## src/rtl/pwm2_pkg.sv

```systemverilog
package pwm2_pkg;

    // Control-word layout, fixed because software decodes it
    localparam int CH_STRIDE = 15;
    localparam int OFS_CODE  = 0;
    localparam int OFS_EN    = 4;
    localparam int OFS_ACT   = 5;
    localparam int OFS_GATE  = 6;
    localparam int OFS_SKIP  = 9;
    localparam int RDY_BASE  = 28;

    // Divider count width covers the largest ratio (72000)
    localparam int PRE_W = 17;

    typedef enum logic [1:0] {
        PH_OFF    = 2'd0,
        PH_ACTIVE = 2'd1,
        PH_IDLE   = 2'd2
    } phase_e;

    typedef struct packed {
        logic [3:0] code;
        logic       en;
        logic       act;
        logic       gate;
        logic       skip;
    } ch_ctrl_t;

    // Returns {valid, terminal count}; reserved codes give valid = 0
    function automatic logic [PRE_W:0] div_limit(input logic [3:0] code);
        logic [PRE_W:0] r;
        case (code)
            4'd0:    r = {1'b1, 17'd119};
            4'd1:    r = {1'b1, 17'd179};
            4'd2:    r = {1'b1, 17'd239};
            4'd3:    r = {1'b1, 17'd359};
            4'd4:    r = {1'b1, 17'd479};
            4'd8:    r = {1'b1, 17'd11999};
            4'd9:    r = {1'b1, 17'd23999};
            4'd10:   r = {1'b1, 17'd35999};
            4'd11:   r = {1'b1, 17'd47999};
            4'd12:   r = {1'b1, 17'd71999};
            default: r = '0;
        endcase
        return r;
    endfunction

endpackage

```

## src/rtl/pwm2_regs.sv

```systemverilog
module pwm2_regs
    import pwm2_pkg::*;
#(
    parameter int NCH     = 2,
    parameter int DATA_W  = 32,
    parameter int CNT_W   = 16,
    parameter int ADDR_W  = 4,
    parameter bit HAS_EXT = 1'b1
) (
    input  logic                        clk,
    input  logic                        rst_n,
    input  logic                        bus_we,
    input  logic [ADDR_W-1:0]           bus_addr,
    input  logic [DATA_W-1:0]           bus_wdata,
    input  logic [NCH-1:0]              ch_busy,
    output logic [DATA_W-1:0]           bus_rdata,
    output ch_ctrl_t [NCH-1:0]          ctrl_q,
    output logic [NCH-1:0][CNT_W-1:0]   sh_prd,
    output logic [NCH-1:0][CNT_W-1:0]   sh_dty,
    output logic [NCH-1:0]              wr_acc
);

    localparam int WORD_W = ADDR_W - 2;

    logic [WORD_W-1:0] word;
    logic              unused_bits;

    assign word        = bus_addr[ADDR_W-1:2];
    assign unused_bits = ^{bus_addr[1:0], bus_wdata};

    // Shared control word
    always_ff @(posedge clk or negedge rst_n) begin
        if (!rst_n) begin
            ctrl_q <= '0;
        end else if (bus_we && word == '0) begin
            for (int n = 0; n < NCH; n++) begin
                ctrl_q[n].code <= bus_wdata[n*CH_STRIDE + OFS_CODE +: 4];
                ctrl_q[n].en   <= bus_wdata[n*CH_STRIDE + OFS_EN];
                ctrl_q[n].act  <= bus_wdata[n*CH_STRIDE + OFS_ACT];
                ctrl_q[n].gate <= bus_wdata[n*CH_STRIDE + OFS_GATE];
                ctrl_q[n].skip <= HAS_EXT ? bus_wdata[n*CH_STRIDE + OFS_SKIP] : 1'b0;
            end
        end
    end

    // Per-channel staging copies of period/duty
    for (genvar g = 0; g < NCH; g++) begin : g_stage
        assign wr_acc[g] = bus_we && (word == WORD_W'(g + 1)) && !(HAS_EXT && ch_busy[g]);

        always_ff @(posedge clk or negedge rst_n) begin
            if (!rst_n) begin
                sh_prd[g] <= '0;
                sh_dty[g] <= '0;
            end else if (wr_acc[g]) begin
                sh_prd[g] <= bus_wdata[DATA_W-1 -: CNT_W];
                sh_dty[g] <= bus_wdata[CNT_W-1:0];
            end
        end
    end

    // Read multiplexer
    always_comb begin
        bus_rdata = '0;
        if (word == '0) begin
            for (int n = 0; n < NCH; n++) begin
                bus_rdata[n*CH_STRIDE + OFS_CODE +: 4] = ctrl_q[n].code;
                bus_rdata[n*CH_STRIDE + OFS_EN]        = ctrl_q[n].en;
                bus_rdata[n*CH_STRIDE + OFS_ACT]       = ctrl_q[n].act;
                bus_rdata[n*CH_STRIDE + OFS_GATE]      = ctrl_q[n].gate;
                bus_rdata[n*CH_STRIDE + OFS_SKIP]      = ctrl_q[n].skip;
                if (HAS_EXT) begin
                    bus_rdata[RDY_BASE + n] = ch_busy[n];
                end
            end
        end else begin
            for (int n = 0; n < NCH; n++) begin
                if (word == WORD_W'(n + 1)) begin
                    bus_rdata = {sh_prd[n], sh_dty[n]};
                end
            end
        end
    end

endmodule

```

## src/rtl/pwm2_prescale.sv

```systemverilog
module pwm2_prescale
    import pwm2_pkg::*;
#(
    parameter bit HAS_EXT = 1'b1
) (
    input  logic       clk,
    input  logic       rst_n,
    input  logic       clr,
    input  logic [3:0] code,
    input  logic       skip,
    output logic       tick
);

    logic [PRE_W-1:0] cnt_q;
    logic [PRE_W-1:0] lim;
    logic             vld;

    if (HAS_EXT) begin : g_skip
        always_comb begin
            {vld, lim} = div_limit(code);
            if (code == 4'hF || skip) begin
                vld = 1'b1;
                lim = '0;
            end
        end
    end else begin : g_noskip
        logic unused_skip;
        assign unused_skip = skip;
        assign {vld, lim}  = div_limit(code);
    end

    assign tick = !clr && vld && (cnt_q >= lim);

    always_ff @(posedge clk or negedge rst_n) begin
        if (!rst_n) begin
            cnt_q <= '0;
        end else if (clr || !vld || tick) begin
            cnt_q <= '0;
        end else begin
            cnt_q <= cnt_q + 1'b1;
        end
    end

endmodule

```

## src/rtl/pwm2_channel.sv

```systemverilog
module pwm2_channel
    import pwm2_pkg::*;
#(
    parameter int CNT_W = 16
) (
    input  logic             clk,
    input  logic             rst_n,
    input  logic             run,
    input  logic             act_lvl,
    input  logic             tick,
    input  logic             wr_acc,
    input  logic [CNT_W-1:0] sh_prd,
    input  logic [CNT_W-1:0] sh_dty,
    output logic             busy,
    output logic             clr,
    output logic             pwm
);

    phase_e           state_q, state_d;
    logic [CNT_W-1:0] cnt_q, cnt_d;
    logic [CNT_W-1:0] prd_q, prd_d;
    logic [CNT_W-1:0] dty_q, dty_d;
    logic             busy_q;
    logic             period_end;
    logic             latch;

    assign period_end = (cnt_q >= prd_q);
    assign latch      = busy_q && (!run || (tick && period_end));

    // State register
    always_ff @(posedge clk or negedge rst_n) begin
        if (!rst_n) begin
            state_q <= PH_OFF;
            cnt_q   <= '0;
            prd_q   <= '0;
            dty_q   <= '0;
            busy_q  <= 1'b0;
        end else begin
            state_q <= state_d;
            cnt_q   <= cnt_d;
            prd_q   <= prd_d;
            dty_q   <= dty_d;
            if (wr_acc) begin
                busy_q <= 1'b1;
            end else if (latch) begin
                busy_q <= 1'b0;
            end
        end
    end

    // Next state and counters
    always_comb begin
        state_d = state_q;
        cnt_d   = cnt_q;
        prd_d   = latch ? sh_prd : prd_q;
        dty_d   = latch ? sh_dty : dty_q;
        unique case (state_q)
            PH_OFF: begin
                cnt_d = '0;
                if (run) begin
                    state_d = (dty_q != '0) ? PH_ACTIVE : PH_IDLE;
                end
            end
            PH_ACTIVE, PH_IDLE: begin
                if (!run) begin
                    state_d = PH_OFF;
                    cnt_d   = '0;
                end else begin
                    if (tick) begin
                        cnt_d = period_end ? '0 : cnt_q + 1'b1;
                    end
                    state_d = (cnt_d < dty_d) ? PH_ACTIVE : PH_IDLE;
                end
            end
            default: begin
                state_d = PH_OFF;
                cnt_d   = '0;
            end
        endcase
    end

    // Outputs
    always_comb begin
        pwm  = (state_q == PH_ACTIVE) ? act_lvl : ~act_lvl;
        clr  = (state_q == PH_OFF) || !run;
        busy = busy_q;
    end

endmodule

```

## src/rtl/dual_pwm.sv

```systemverilog
module dual_pwm
    import pwm2_pkg::*;
#(
    parameter int NCH     = 2,
    parameter int DATA_W  = 32,
    parameter int CNT_W   = 16,
    parameter int ADDR_W  = 4,
    parameter bit HAS_EXT = 1'b1
) (
    input  logic              clk,
    input  logic              rst_n,
    input  logic              bus_we,
    input  logic [ADDR_W-1:0] bus_addr,
    input  logic [DATA_W-1:0] bus_wdata,
    output logic [DATA_W-1:0] bus_rdata,
    output logic [NCH-1:0]    pwm_o
);

    ch_ctrl_t [NCH-1:0]        ctrl_q;
    logic [NCH-1:0][CNT_W-1:0] sh_prd;
    logic [NCH-1:0][CNT_W-1:0] sh_dty;
    logic [NCH-1:0]            wr_acc;
    logic [NCH-1:0]            ch_busy;
    logic [NCH-1:0]            ch_tick;
    logic [NCH-1:0]            ch_clr;

    pwm2_regs #(
        .NCH(NCH), .DATA_W(DATA_W), .CNT_W(CNT_W),
        .ADDR_W(ADDR_W), .HAS_EXT(HAS_EXT)
    ) u_regs (
        .clk(clk), .rst_n(rst_n), .bus_we(bus_we), .bus_addr(bus_addr),
        .bus_wdata(bus_wdata), .ch_busy(ch_busy), .bus_rdata(bus_rdata),
        .ctrl_q(ctrl_q), .sh_prd(sh_prd), .sh_dty(sh_dty), .wr_acc(wr_acc)
    );

    for (genvar g = 0; g < NCH; g++) begin : g_ch
        logic run;
        assign run = ctrl_q[g].en && ctrl_q[g].gate;

        pwm2_prescale #(.HAS_EXT(HAS_EXT)) u_pre (
            .clk(clk), .rst_n(rst_n), .clr(ch_clr[g]),
            .code(ctrl_q[g].code), .skip(ctrl_q[g].skip), .tick(ch_tick[g])
        );

        pwm2_channel #(.CNT_W(CNT_W)) u_ch (
            .clk(clk), .rst_n(rst_n), .run(run), .act_lvl(ctrl_q[g].act),
            .tick(ch_tick[g]), .wr_acc(wr_acc[g]), .sh_prd(sh_prd[g]),
            .sh_dty(sh_dty[g]), .busy(ch_busy[g]), .clr(ch_clr[g]),
            .pwm(pwm_o[g])
        );
    end

endmodule

```

## config.mk

```make
export PLATFORM = sky130hd
export DESIGN_NAME = dual_pwm
export DESIGN_NICKNAME = d
export VERILOG_FILES = /design/src/rtl/pwm2_pkg.sv /design/src/rtl/pwm2_regs.sv /design/src/rtl/pwm2_prescale.sv /design/src/rtl/pwm2_channel.sv /design/src/rtl/dual_pwm.sv
export SDC_FILE = /design/constraint.sdc
export NUM_CORES = 1
export LEC_CHECK = 0
export BUFFER_PORTS_ARGS = -buffer_cell sky130_fd_sc_hd__buf_4
export CAP_MARGIN = 20
export CORE_ASPECT_RATIO = 1.75
export CORE_MARGIN = 2
export CORE_UTILIZATION = 40
export DETAILED_ROUTE_END_ITERATION = 6
export HOLD_SLACK_MARGIN = 0.02
export PLACE_DENSITY = 0.54
export SLEW_MARGIN = 20
export SYNTH_ARGS = -nofsm -noshare
export SYNTH_HDL_FRONTEND = slang
export SYNTH_SLANG_ARGS = --single-unit
```

## constraint.sdc

```tcl
create_clock -name clk -period 4.6 [get_ports clk]
set_input_delay 1.15 -clock clk [delete_from_list [all_inputs] [get_ports clk]]
set_output_delay 1.15 -clock clk [all_outputs]
set_load 0.02 [all_outputs]
```

After elaboration in Yosys (flattened, before gate mapping)
Memories as Yosys holds them, arrays and structs flattened.
Cells that the tools add are included.

operators by class
  reductions and logical operators = 42
  equality and inequality tests = 10
  bitwise logic cells = 2
  muxes and demuxes = 48
  add/sub/neg operators = 4
  order comparisons = 6

operators by type and width
  kind                   number
  $mux 16                14
  $mux 17                4
  $mux 32                2
  $add 17x1->17 const B  2
  $ge 17x17->1           2
  $add 16x1->16 const B  2
  $ge 16x16->1           2
  $lt 16x16->1           2
  $reduce_bool 16->1     2
  $mux 2                 12
  $logic_and 1x1->1      15
  $mux 7                 2
  $logic_or 1x1->1       10
  $mux 1                 10
  $eq 4x4->1 const B     2
  $logic_not 1->1        8
  $pmux 2 s2             2
  $eq 2x1->1 const B     3
  $eq 2x2->1 const B     3
  $logic_not 2->1        3
  $mux 5                 1
  $ne 2x1->1 const B     2
  $reduce_bool 2->1      2
  $reduce_or 2->1        2
  2 further kinds        3

storage, ports and cells
  bits in registers = 216
  bits in read-only memories = 576
  memories kept = 2
  output and inout port bits = 34
  word-level logic and storage cells = 140
  bits of input ports = 39

memory list
  name              depth  bits a word  rd ports  clocked after memory_dff  wr ports  line            source
  (name not given)  16     18           1         0                         0         pwm2_pkg.sv:32  case (code)
  (name not given)  16     18           1         0                         0         pwm2_pkg.sv:32

Depth between registers and ports, before layout
Gate-level depths: netlist (run 1).

  depth after elaboration = 14
  depth in mapped cells = 27
  gate-level depth less buffers = 26

Hierarchy
Synthesis (run 1) repeated with hierarchy kept, for this count alone.

unflattened totals
  cells, all modules = 1193
  area, all modules = 13237.7 um^2

modules (own cells, without submodules)
  module                       area each (um^2)  times used  cells an instance  sequential area each (um^2)
  pwm2_regs                    3696.0            1           233                2001.9
  pwm2_channel (g_ch[1].u_ch)  3249.4            1           311                1276.2
  pwm2_channel (g_ch[0].u_ch)  3194.3            1           309                1276.2
  pwm2_prescale                1542.7            2           169                425.4
  dual_pwm                     12.5              1           2                  0.0

Least setup slack after synthesis (run 1)
No wires, ideal clock.

  path type = reg-to-reg
  start point = register u_regs.ctrl_q[5] (netlist name)
  end point = register g_ch[0].u_ch.state_q[1]
  arrival = 4.699 ns
  slack = -0.231 ns
  clock period less this slack = 4.831 ns
  data required time = 4.467 ns
  stages on the path, launching flop included = 25
  library setup time = 0.133 ns
  buffers on the path = 1
  cell sequence = dfrtp_1 ha_1 a31oi_1 nand2_1 o31a_1 ha_1 nand2_1 o21ai_0 a2111oi_0 o21ai_1 a41oi_4 a21oi_2 o21ai_4 buf_6 mux2i_1 ha_1 a21oi_1 nor2b_1 o21ai_0 nand2b_1 a21oi_1 o221a_2 and4_1 a21o_1 o32ai_2

between the ends
  cells in the longest elaborated chain, start to end = 13
  elaborated cells on any way between the ends = 19
  those cells by class = order compare: 2; eq/ne: 1; mux: 9; reduce/logical: 6; memory: 1

ends and longest elaborated chain
  element                                                line                 source
  branches (longest 4 deep; another with $mem_v2 16x18)  --
  $logic_and 1x1->1 (*)                                  pwm2_prescale.sv:32  assign tick = !clr && vld && (cnt_q >= lim);
  $logic_and 1x1->1                                      pwm2_channel.sv:28   assign latch = busy_q && (!run || (tick && period_end));
  $logic_or 1x1->1                                       pwm2_channel.sv:28
  $logic_and 1x1->1                                      pwm2_channel.sv:28
  $mux 16                                                pwm2_channel.sv:56   dty_d = latch ? sh_dty : dty_q;
  $lt 16x16->1 (*)                                       pwm2_channel.sv:72   state_d = (cnt_d < dty_d) ? PH_ACTIVE : PH_IDLE;
  $mux 2 (*)                                             pwm2_channel.sv:72
  $mux 2 (*)                                             pwm2_channel.sv:65   if (!run) begin
  $pmux 2 s2 (*)                                         pwm2_channel.sv:57   unique case (state_q)
  end signal, assigned                                   pwm2_channel.sv:39   state_q <= state_d;
  end, declared                                          pwm2_channel.sv:19   phase_e state_q, state_d;

Mark *: on every way between the ends. The select of a mux whose other input is x is not followed.
A chain may end at the register's enable or synchronous reset.

Worst setup path in the final report (run 1)
  start point = register u_regs.ctrl_q[5] (netlist name)
  end point = register g_ch[0].u_ch.state_q[0]

between the ends
  cells in the longest elaborated chain, start to end = 13
  elaborated cells on any way between the ends = 19
  those cells by class = order compare: 2; eq/ne: 1; mux: 9; reduce/logical: 6; memory: 1

ends and longest elaborated chain
  element                                                line
  branches (longest 4 deep; another with $mem_v2 16x18)  --
  $logic_and 1x1->1 (*)                                  pwm2_prescale.sv:32
  $logic_and 1x1->1                                      pwm2_channel.sv:28
  $logic_or 1x1->1                                       pwm2_channel.sv:28
  $logic_and 1x1->1                                      pwm2_channel.sv:28
  $mux 16                                                pwm2_channel.sv:56
  $lt 16x16->1 (*)                                       pwm2_channel.sv:72
  $mux 2 (*)                                             pwm2_channel.sv:72
  $mux 2 (*)                                             pwm2_channel.sv:65
  $pmux 2 s2 (*)                                         pwm2_channel.sv:57

Marks and branches as above.

==> key figures, run 1 <==
Run status
  • Status: finished, violations left
  • Failing checks: setup timing

Critical path
  • CP Capture Type: register
  • Crit-path cells: ha_4 > a31oi_4 > buf_4 > nand3_1 > ha_1 > a21oi_1 > nor2_1 > a2111oi_4 > o21ai_2 > a41oi_4 > a21oi_4 > o21ai_4 > buf_12 > buf_4 > buf_6 > mux2i_4 > ha_1 > a211oi_1 > nor2b_1 > o41a_1 > a21o_1 > a22o_1
  • Origin of the critical flop-to-flop path: u_regs.ctrl_q[5]
  • CP max stage delay: 0.46 ns
  • Max FO, Critical Path: 6
  • Delay-heaviest family, CP: compound AO/OA/AOI/OAI gates
  • CP startpoint kind: register
  • R2R Path End: g_ch[0].u_ch.state_q[0]
  • Worst reg-to-reg path cell count: 22
  • Worst EP arrival: 5.16 ns
  • Critical path buffer and inverter count: 4
  • Slowest-stage cell, CP: dfrtp_2
  • Worst setup path class: register to register
  • Reg2reg setup slack: -0.16 ns
  • WP data required: 5.01 ns

Flow run
  • Max_cap viols: 0

Finish
  • Area Growth Syn to Fin: 28.02%
  • Ratio of cells with drive above 1 in the final layout: 34.71%
  • Fillcell total: 2795
  • Final Instance Area: 0.01600 mm²
  • Antenna cells: 0
  • Final nets: 1539

Power
  • Cell Pwr Density: 430.1 mW/mm²
  • Total power: 6.881 mW
  • Worst vdd ir: 0.0003276 V
  • Switching Fraction: 33.02%
  • P_leak: 7.451 nW
  • Seq pwr share: 39.4%
  • Comb pwr share: 31.9%
  • Clk pwr share: 28.6%
  • Switching power summed over all nets: 2.272 mW
  • Cell-internal power: 4.609 mW

GRT
  • GR Overflow Total: 0
  • Tot GR Track Use: 20.65%
  • First-pass GRT wire length: 52050 µm
  • Initial antenna violation count: 0
  • Largest net degree at the start of global routing: 114
  • Vias in the first global route: 9747

Logic synthesis
  • Async SR Flop Fraction: 100.0%
  • Syn Inst Count: 1195
  • Yosys reg bits: 216
  • Syn_nets: 1350
  • Unique masters post-synth: 66
  • Share of the synthesized area in the top cell type: 43.25%
  • Post-Syn Area per Cell: 10.46 µm²
  • Mapped Area: 0.01250 mm²
  • Synth top area cells: dfrtp_1 43%, ha_1 12%, mux2_2 9.8%
  • Synth cell count leaders: 216 x dfrtp_1, 116 x ha_1, 109 x mux2_2, 98 x nor2_1, 85 x inv_1
  • Ys flop type: dfrtp_1
  • Register area share after synthesis: 43.25%
  • Most common cell in the netlist: dfrtp_1
  • Synth area leader: dfrtp_1
  • YS warnings: 0
  • Post-synth EDFFs: 0

STA
  • Setup TNS Final: -0.3534 ns
  • Fin. Hold Viols: 0
  • Slew Limit Fails: 0
  • Clock Skew: 0.01391 ns
  • Worst hold margin: 0.5023 ns
  • Final WS setup: -0.1579 ns
  • Slew margin rel.: 34.87%
  • Fin crit period: 4.758 ns
  • Maximum clock frequency: 210.2 MHz
  • # setup viols final: 4
  • RSZ-0062 raised after global routing: true
  • Worst slew pin tran: 0.9769 ns
  • Final period utilization: 103.4%

Clock tree
  • Total CTS buffers: 24
  • Clock insertion delay at the later pin of the skew report: 0.53 ns
  • Htree depth: 1
  • Clock sinks: 216
  • CTS tree: done
  • Cts hold-fix bufs: 0
  • CTS root buf: clkbuf_16
  • Clock slew at reported path FFs: 0.06 ns
  • CTS Buffer Depth: 3

Placement
  • Post-DP HPWL: 24830 µm
  • Area post-placement: 0.01421 mm²
  • Routability cong.: 0.8204
  • PortBufs: 70

Route
  • Wire length on met1: 12840 µm
  • Met2 WL: 18530 µm
  • Routed WL: 33510 µm
  • DRC viols: 0
  • DR WL/cell: 18.71 µm
  • Via density: 5.254
  • DR iter-0 viols: 303
  • WL met3: 908 µm
  • Via count: 9410
  • Routed Antenna Nets: 0
  • Pre-antenna DRT Iters: 5
  • Top sig layer: met4

Hold path
  • Hold path startpoint: g_ch[1].u_ch.prd_q[10]
  • HP Class: register to register
  • WHS Endpoint: g_ch[1].u_ch.prd_q[10]
  • Hold Crit Depth: 1

Die
  • Die W: 137.6 µm
  • Die area: 0.03273 mm²
  • Rows: 85
  • Initial Util: 40.66%
  • Die Span Y: 237.8 µm
  • # IOs: 73
  • Core Area: 0.03074 mm²
==> worst reg2reg max path: cells and delay by family, from the launching register on <==
kind,cells,cell delay [ns]
adder cells (fa/ha/maj),3,0.71
AND/OR/NAND/NOR,3,0.34
flip-flops,1,0.46
multiplexers,1,0.23
buffers and inverters,4,0.62
AO/OA/AOI/OAI,11,2.28
==> state kept, by name (all words and copies together) (netlist names) <==
register / cells
g_ch.u_ch.busy: 2
g_ch.u_ch.cnt_q: 32
g_ch.u_ch.dty_q: 32
g_ch.u_ch.prd_q: 32
g_ch.u_ch.state_q: 4
g_ch.u_pre.cnt_q: 34
u_regs.ctrl_q: 16
u_regs.sh_dty: 32
u_regs.sh_prd: 32
==> what timing repair did <==
item,CTS,global route
gates cloned,1,0
pin swaps,47,53
setup buffers,19,10
endpoints found under the hold margin,0,0
endpoints found under the setup margin,4,4
resized for setup,75,65
==> cell usage in the layout, fill, tap and decap left out, types with 6 or more instances in the layout <==
cell / instances
a22o_1: 19
buf_6: 11
ha_1: 96
a21o_1: 15
mux2i_1: 36
mux2i_2: 7
and3_1: 13
clkbuf_16: 25
inv_1: 78
a21oi_2: 12
a21oi_1: 27
nand3_2: 8
nand4_1: 20
dfrtp_2: 6
nor4_1: 8
nor2b_1: 16
nand3_1: 29
nor2_1: 92
mux2_2: 109
xnor2_1: 17
dfrtp_1: 210
buf_4: 187
nand2_1: 81
o21ai_1: 8
inv_2: 7
ha_4: 18
o21ai_0: 40
nand2b_1: 9
xor2_1: 30
nor3_1: 20
==> how the worst max path moves through the flow <==
stage / from / end / slack (ns) / cells past startpoint
after floorplan: u_regs.ctrl_q[5] / g_ch[0].u_ch.state_q[1] / -0.006 / 23
after global placement: u_regs.ctrl_q[4] / g_ch[0].u_ch.state_q[1] / -0.44 / 24
after detailed placement: u_regs.ctrl_q[4] / g_ch[0].u_ch.state_q[1] / -0.49 / 22
after CTS: u_regs.ctrl_q[4] / g_ch[0].u_ch.state_q[1] / -0.24 / 22
after global routing: u_regs.ctrl_q[5] / g_ch[0].u_ch.state_q[0] / -0.35 / 25
final: u_regs.ctrl_q[5] / g_ch[0].u_ch.state_q[0] / -0.16 / 22
==> cells by family after synthesis <==
family                     synth area share (%)
and+or+nand+nor                           13.38
DFF                                       43.25
AOI/OAI and AO/OA                         9.942
muxes                                     13.67
buffers and inverters                     4.225
adders and majority gates                 11.61
xor gates and xnor gates                  3.925
==> power by group through the flow <==
stage / combinational, mW / sequential (mW) / clock, mW
global placement: 1.91 / 2.71 / 0
global route: 2.44 / 2.77 / 2.10
finish: 2.20 / 2.71 / 1.97
CTS: 2.13 / 2.71 / 2.02
floorplan: 1.24 / 2.58 / 0
detailed placement: 1.95 / 2.72 / 0
==> layer usage <==
metal  GRT usage (%)  vias to the layer above
met5               0                        -
met4           8.310                        0
met3           2.146                       54
met2           39.61                      131
met1           22.55                     4644
li1                -                     4581
==> cell type report <==
cell class,count,area [µm²],share of cell area (%)
Multi-Input combinational cell,851,7286,45.54
Sequential cell,216,5413,33.83
Timing Repair Buffer,206,1685,10.53
Clock buffer,30,684.4,4.278
Clock inverter,12,122.6,0.7664
Inverter,85,319.1,1.994
Tap cell,391,489.2,3.058
==> per-stage QoR <==
step / instances / utilization, % / setup WS (ns)
2_1_floorplan: 1195 / - / -0.005688
3_3_place_gp: 1719 / 46.25 / -0.4450
3_5_place_dp: 1719 / 46.25 / -0.4882
4_1_cts: 1781 / 50.70 / -0.2360
5_1_grt: 1791 / 52.05 / -0.3492
6_report: 1791 / 52.05 / -0.1579
No activity file was read; power rests on OpenSTA's default activity.
==> run 2, diff against run 1 <==
CELL_PAD_IN_SITES_DETAIL_PLACEMENT = 0   (was default)
CELL_PAD_IN_SITES_GLOBAL_PLACEMENT = 1   (was default)
GPL_ROUTABILITY_DRIVEN = 0   (was default)
PLACE_DENSITY = 0.66   (was 0.54)
SKIP_LAST_GASP = 1   (was default)
==> key figures, run 2 (same netlist as run 1, synthesis figures left out) <==
Run status
  • Status: finished, violations left
  • Failing checks: setup timing

Critical path
  • Max FO, Critical Path: 8
  • Worst EP arrival: 5.11 ns
  • CP startpoint kind: register
  • CP Capture Type: register
  • Worst setup path class: register to register
  • Reg2reg setup slack: -0.1 ns
  • Worst reg-to-reg path cell count: 26
  • WP data required: 5.01 ns
  • Origin of the critical flop-to-flop path: u_regs.ctrl_q[5]
  • R2R Path End: g_ch[0].u_ch.state_q[0]

STA
  • # setup viols final: 4
  • Worst slew pin tran: 0.9112 ns
  • Maximum clock frequency: 212.9 MHz
  • Slew margin rel.: 39.25%
  • Slew Limit Fails: 0
  • RSZ-0062 raised after global routing: true
  • Final period utilization: 102.1%
  • Final WS setup: -0.09685 ns
  • Clock Skew: 0.01841 ns
  • Fin crit period: 4.697 ns
  • Fin. Hold Viols: 0

Placement
  • Area post-placement: 0.01428 mm²
  • PortBufs: 70
  • Post-DP HPWL: 25520 µm
  • Place WS: -0.3806 ns

Route
  • DR WL/cell: 18.76 µm
  • Routed Antenna Nets: 0
  • Pre-antenna DRT Iters: 4
  • Via density: 5.223
  • Via count: 9406
  • DRC viols: 0
  • Routed WL: 33780 µm
  • DR iter-0 viols: 357

Finish
  • Ratio of cells with drive above 1 in the final layout: 32.72%
  • Area Growth Syn to Fin: 25.88%
  • Area of the multi-input gates: 0.007066 mm²
  • Max reg flops: 34
  • Final nets: 1549
  • Commonest non-fill, non-tap cell in the layout: dfrtp_1
  • Biggest register: g_ch.u_pre.cnt_q
  • Fillcell total: 2825
  • Most frequent cells in the layout: 212 x dfrtp_1, 207 x buf_4, 109 x mux2_2
  • Register area: 0.005410 mm²
  • Final Instance Area: 0.01573 mm²

Hold path
  • Hold path startpoint: g_ch[1].u_ch.prd_q[11]
  • WHS Endpoint: g_ch[1].u_ch.prd_q[11]
  • Hold Crit Depth: 1
  • HP Class: register to register

Power
  • Cell Pwr Density: 420.8 mW/mm²
  • Worst vdd ir: 0.0002965 V
  • P_leak: 7.452 nW
  • Total power: 6.620 mW

Die
  • Rows: 85
  • Initial Util: 40.66%
  • Die area: 0.03273 mm²
  • Die W: 137.6 µm
  • Die Span Y: 237.8 µm
  • # IOs: 73
  • Core Area: 0.03074 mm²

Clock tree
  • Clock sinks: 216
  • Clock slew at reported path FFs: 0.06 ns
  • CTS Buffer Depth: 3
  • Total CTS buffers: 23
  • CTS tree: done
  • Clock insertion delay at the later pin of the skew report: 0.53 ns
  • CTS root buf: clkbuf_16
  • Cts hold-fix bufs: 0
  • Htree depth: 1

GRT
  • Tot GR Track Use: 21.08%
  • First-pass GRT wire length: 52940 µm
  • GR Overflow Total: 0
  • Initial antenna violation count: 1
  • Largest net degree at the start of global routing: 98
  • Vias in the first global route: 9821

Flow run
  • Max_cap viols: 0
==> run 2: cell types whose count changed in the layout (fill, tap and decap cells not counted), moves of 4 or more <==
cell	change
clkinvlp_4	-4
ha_4	-7
mux2i_1	+4
buf_4	+20
buf_6	-7
ha_1	+8
==> run 2: how the worst max path moves through the flow <==
stage	cells past startpoint	start	endpoint	slack, ns
after CTS	25	u_regs.ctrl_q[5]	g_ch[0].u_ch.state_q[0]	-0.25
final	26	u_regs.ctrl_q[5]	g_ch[0].u_ch.state_q[0]	-0.1
after detailed placement	24	u_regs.ctrl_q[5]	g_ch[0].u_ch.state_q[1]	-0.38
after floorplan	23	u_regs.ctrl_q[5]	g_ch[0].u_ch.state_q[1]	-0.006
after global placement	24	u_regs.ctrl_q[4]	g_ch[0].u_ch.state_q[0]	-0.36
after global routing	25	u_regs.ctrl_q[12]	g_ch[1].u_ch.state_q[1]	-0.35
==> run 2: timing repair <==
item                                    in CTS  in global routing
setup buffers                               20                 14
pin swaps                                   38                 39
endpoints found under the setup margin       4                  4
resized for setup                           51                 42
==> run 2: power by group <==
part	switching, mW	total (mW)	internal (mW)
logic	1.04	2.07	1.03
clock network	0.778	1.83	1.05
registers	0.380	2.72	2.34
==> run 2: through the flow <==
stage / TNS, ns / instances / util [%] / hold slack (ns)
2_1_floorplan: -0.005688 / 1195 / - / 0.4739
3_3_place_gp: -1.316 / 1726 / 46.46 / 0.4904
3_5_place_dp: -1.450 / 1726 / 46.46 / 0.4937
4_1_cts: -0.7053 / 1786 / 50.09 / 0.5088
5_1_grt: -1.294 / 1801 / 51.18 / 0.5165
6_report: -0.3351 / 1801 / 51.18 / 0.5078
==> run 2: routing by layer <==
layer / vias up / GRT usage [%] / routed length, µm
li1: 4605 / - / -
met1: 4633 / 24.08 / 13320
met2: 113 / 39.82 / 18570
met3: 55 / 2.103 / 779
met4: 0 / 7.435 / 1114
met5: - / 0 / 0
==> run 2: layout make-up <==
class | count | area share (%)
clock buffers | 32 | 4.192
repair buffers | 217 | 10.90
inverters | 85 | 2.028
well taps | 391 | 3.110
diodes | 1 | 0.01591
flip-flops and latches | 216 | 34.39
multi-input cells | 851 | 44.91
clock inverters | 8 | 0.4534
==> run 2: critical path: stages (launching register included) <==
cell	delay (ns)
dfrtp_2	0.44
inv_2	0.07
ha_4	0.16
nand2b_4	0.15
and3b_1	0.16
o21bai_1	0.16
ha_1	0.29
a21oi_2	0.15
o21ai_2	0.09
a2111oi_4	0.31
o21ai_2	0.13
a41oi_4	0.30
a21oi_4	0.07
o21ai_4	0.15
buf_12	0.15
buf_12	0.13
mux2i_4	0.23
ha_2	0.20
a21oi_2	0.06
nor2b_2	0.11
o21ai_1	0.07
nand2b_1	0.09
a21oi_2	0.07
o221a_4	0.30
and4_1	0.15
a21o_1	0.19
a22o_1	0.22
==> run 3, diff against run 2 <==
CORE_ASPECT_RATIO = 1.25   (was 1.75)
==> key figures, run 3 (same netlist as run 1, synthesis figures left out) <==
Run status
  • Status: finished, violations left
  • Failing checks: setup timing

Power
  • Switching Fraction: 32.14%
  • Total power: 7.053 mW
  • Cell-internal power: 4.786 mW
  • Seq pwr share: 38.7%
  • P_leak: 7.477 nW
  • Worst vdd ir: 0.0002511 V
  • Clk pwr share: 30.4%
  • Comb pwr share: 30.9%
  • Switching power summed over all nets: 2.267 mW
  • Cell Pwr Density: 439.2 mW/mm²

Finish
  • Area Growth Syn to Fin: 28.50%
  • Final nets: 1540
  • Commonest non-fill, non-tap cell in the layout: dfrtp_1
  • Ratio of cells with drive above 1 in the final layout: 34.00%
  • Biggest register: g_ch.u_pre.cnt_q
  • Post-route insts no fill: 1811
  • Fillcell total: 2833
  • Most frequent cells in the layout: 212 x dfrtp_1, 197 x buf_4, 109 x mux2_2
  • Max reg flops: 34

Critical path
  • Worst setup path startpoint: u_regs.ctrl_q[4]
  • Delay-heaviest family, CP: simple AND/OR/NAND/NOR gates
  • CP startpoint kind: register
  • Worst EP arrival: 5.12 ns
  • Critical path buffer and inverter count: 2
  • R2R Path End: g_ch[0].u_ch.state_q[0]
  • Max FO, Critical Path: 4
  • Worst reg-to-reg path cell count: 22
  • Worst setup path class: register to register
  • Reg2reg setup slack: -0.10 ns
  • Slowest-stage cell, CP: or3_4
  • Origin of the critical flop-to-flop path: u_regs.ctrl_q[4]
  • WP data required: 5.02 ns
  • CP Capture Type: register
  • CP max stage delay: 0.45 ns
  • Crit-path cells: buf_6 > ha_1 > or3_4 > o31a_1 > ha_2 > and4_1 > nand2_1 > o21ai_2 > a41oi_4 > or3_4 > buf_4 > nor2_2 > xnor2_1 > nor2_1 > ha_1 > nand3_2 > nor2_1 > nand2_1 > o221a_4 > and4_1 > a21o_1 > a22o_1

Clock tree
  • CTS Buffer Depth: 3
  • Cts hold-fix bufs: 0
  • Clock slew at reported path FFs: 0.06 ns
  • Clock insertion delay at the later pin of the skew report: 0.54 ns
  • CTS tree: done
  • CTS root buf: clkbuf_16
  • Clock sinks: 216
  • Total CTS buffers: 24
  • Htree depth: 1

GRT
  • First-pass GRT wire length: 51850 µm
  • Initial antenna violation count: 1
  • GR Overflow Total: 0
  • Tot GR Track Use: 20.24%
  • Largest net degree at the start of global routing: 99
  • Vias in the first global route: 9596

Route
  • DRC viols: 0
  • DR iter-0 viols: 369
  • DR WL/cell: 18.01 µm
  • Routed Antenna Nets: 0
  • Via density: 5.172
  • Via count: 9367
  • Pre-antenna DRT Iters: 4
  • Routed WL: 32620 µm

STA
  • RSZ-0062 raised after global routing: true
  • Fin. Hold Viols: 0
  • Slew margin rel.: 38.49%
  • Final period utilization: 102.2%
  • # setup viols final: 4
  • Maximum clock frequency: 212.7 MHz
  • Slew Limit Fails: 0
  • Worst hold margin: 0.5044 ns
  • Clock Skew: 0.01301 ns
  • Final WS setup: -0.1016 ns
  • Fin crit period: 4.702 ns
  • Worst slew pin tran: 0.9227 ns

Die
  • Core Area: 0.03090 mm²
  • Die W: 162.1 µm
  • Die area: 0.03268 mm²
  • Initial Util: 40.44%
  • Rows: 72
  • Die Span Y: 201.6 µm
  • # IOs: 73

Placement
  • Dpl cells: 1741
  • Post-DP HPWL: 24210 µm
  • PortBufs: 70

Hold path
  • WHS Endpoint: g_ch[1].u_ch.prd_q[14]
  • Hold path startpoint: g_ch[1].u_ch.prd_q[14]
  • HP Class: register to register
  • Hold Crit Depth: 1

Flow run
  • Max_cap viols: 0
run 3: routing by layer:
layer / part of all wire [%] / wire (µm) / track usage, % / vias up
met5: 0 / 0 / 0 / -
met4: 2.4 / 793 / 5.784 / 0
met3: 2.8 / 899 / 2.165 / 35
met2: 51 / 16550 / 36.22 / 107
met1: 44 / 14380 / 25.75 / 4624
li1: - / - / - / 4601
run 3: how the worst max path moves through the flow:
stage,to,slack [ns],depth (start not counted)
finish,g_ch[0].u_ch.state_q[0],-0.10,22
global route,g_ch[1].u_ch.state_q[1],-0.32,24
CTS,g_ch[0].u_ch.state_q[0],-0.18,24
detailed placement,g_ch[0].u_ch.state_q[1],-0.41,25
global placement,g_ch[0].u_ch.state_q[0],-0.40,24
floorplan,g_ch[0].u_ch.state_q[1],-0.006,23
run 3: repair_timing:
action                                  4_1_cts  5_1_grt
setup buffers                                21        5
pin swaps                                    40       48
endpoints found under the setup margin        4        4
resized for setup                            80       50
run 3: stage by stage:
stage / utilization (%) / worst slack, ns / instance area (µm²) / TNS, ns
2_1_floorplan: - / -0.005688 / 12550 / -0.005688
3_3_place_gp: 46.21 / -0.4016 / 14280 / -1.272
3_5_place_dp: 46.21 / -0.4111 / 14280 / -1.389
4_1_cts: 51.03 / -0.1771 / 15770 / -0.5568
5_1_grt: 51.97 / -0.3230 / 16060 / -1.183
6_report: 51.97 / -0.1016 / 16060 / -0.2237
run 3: cell type report:
| cell class | count | area (µm²) | share of cell area [%] |
|---|---|---|---|
| multi-input combinational | 851 | 7300 | 45.45 |
| sequential | 216 | 5410 | 33.69 |
| timing repair buffer | 207 | 1639 | 10.21 |
| clock buffer | 37 | 740.7 | 4.612 |
| tap | 407 | 509.2 | 3.171 |
| inverter | 85 | 319.1 | 1.987 |
| clock inverter | 7 | 138.9 | 0.8648 |
| antenna | 1 | 2.502 | 0.01558 |
run 3: power by group through the flow:
stage / clock [mW] / sequential (mW) / combinational [mW]
finish: 2.14 / 2.73 / 2.18
global route: 2.27 / 2.79 / 2.41
CTS: 2.20 / 2.73 / 2.12
detailed placement: 0 / 2.72 / 1.93
global placement: 0 / 2.70 / 1.90
floorplan: 0 / 2.58 / 1.24
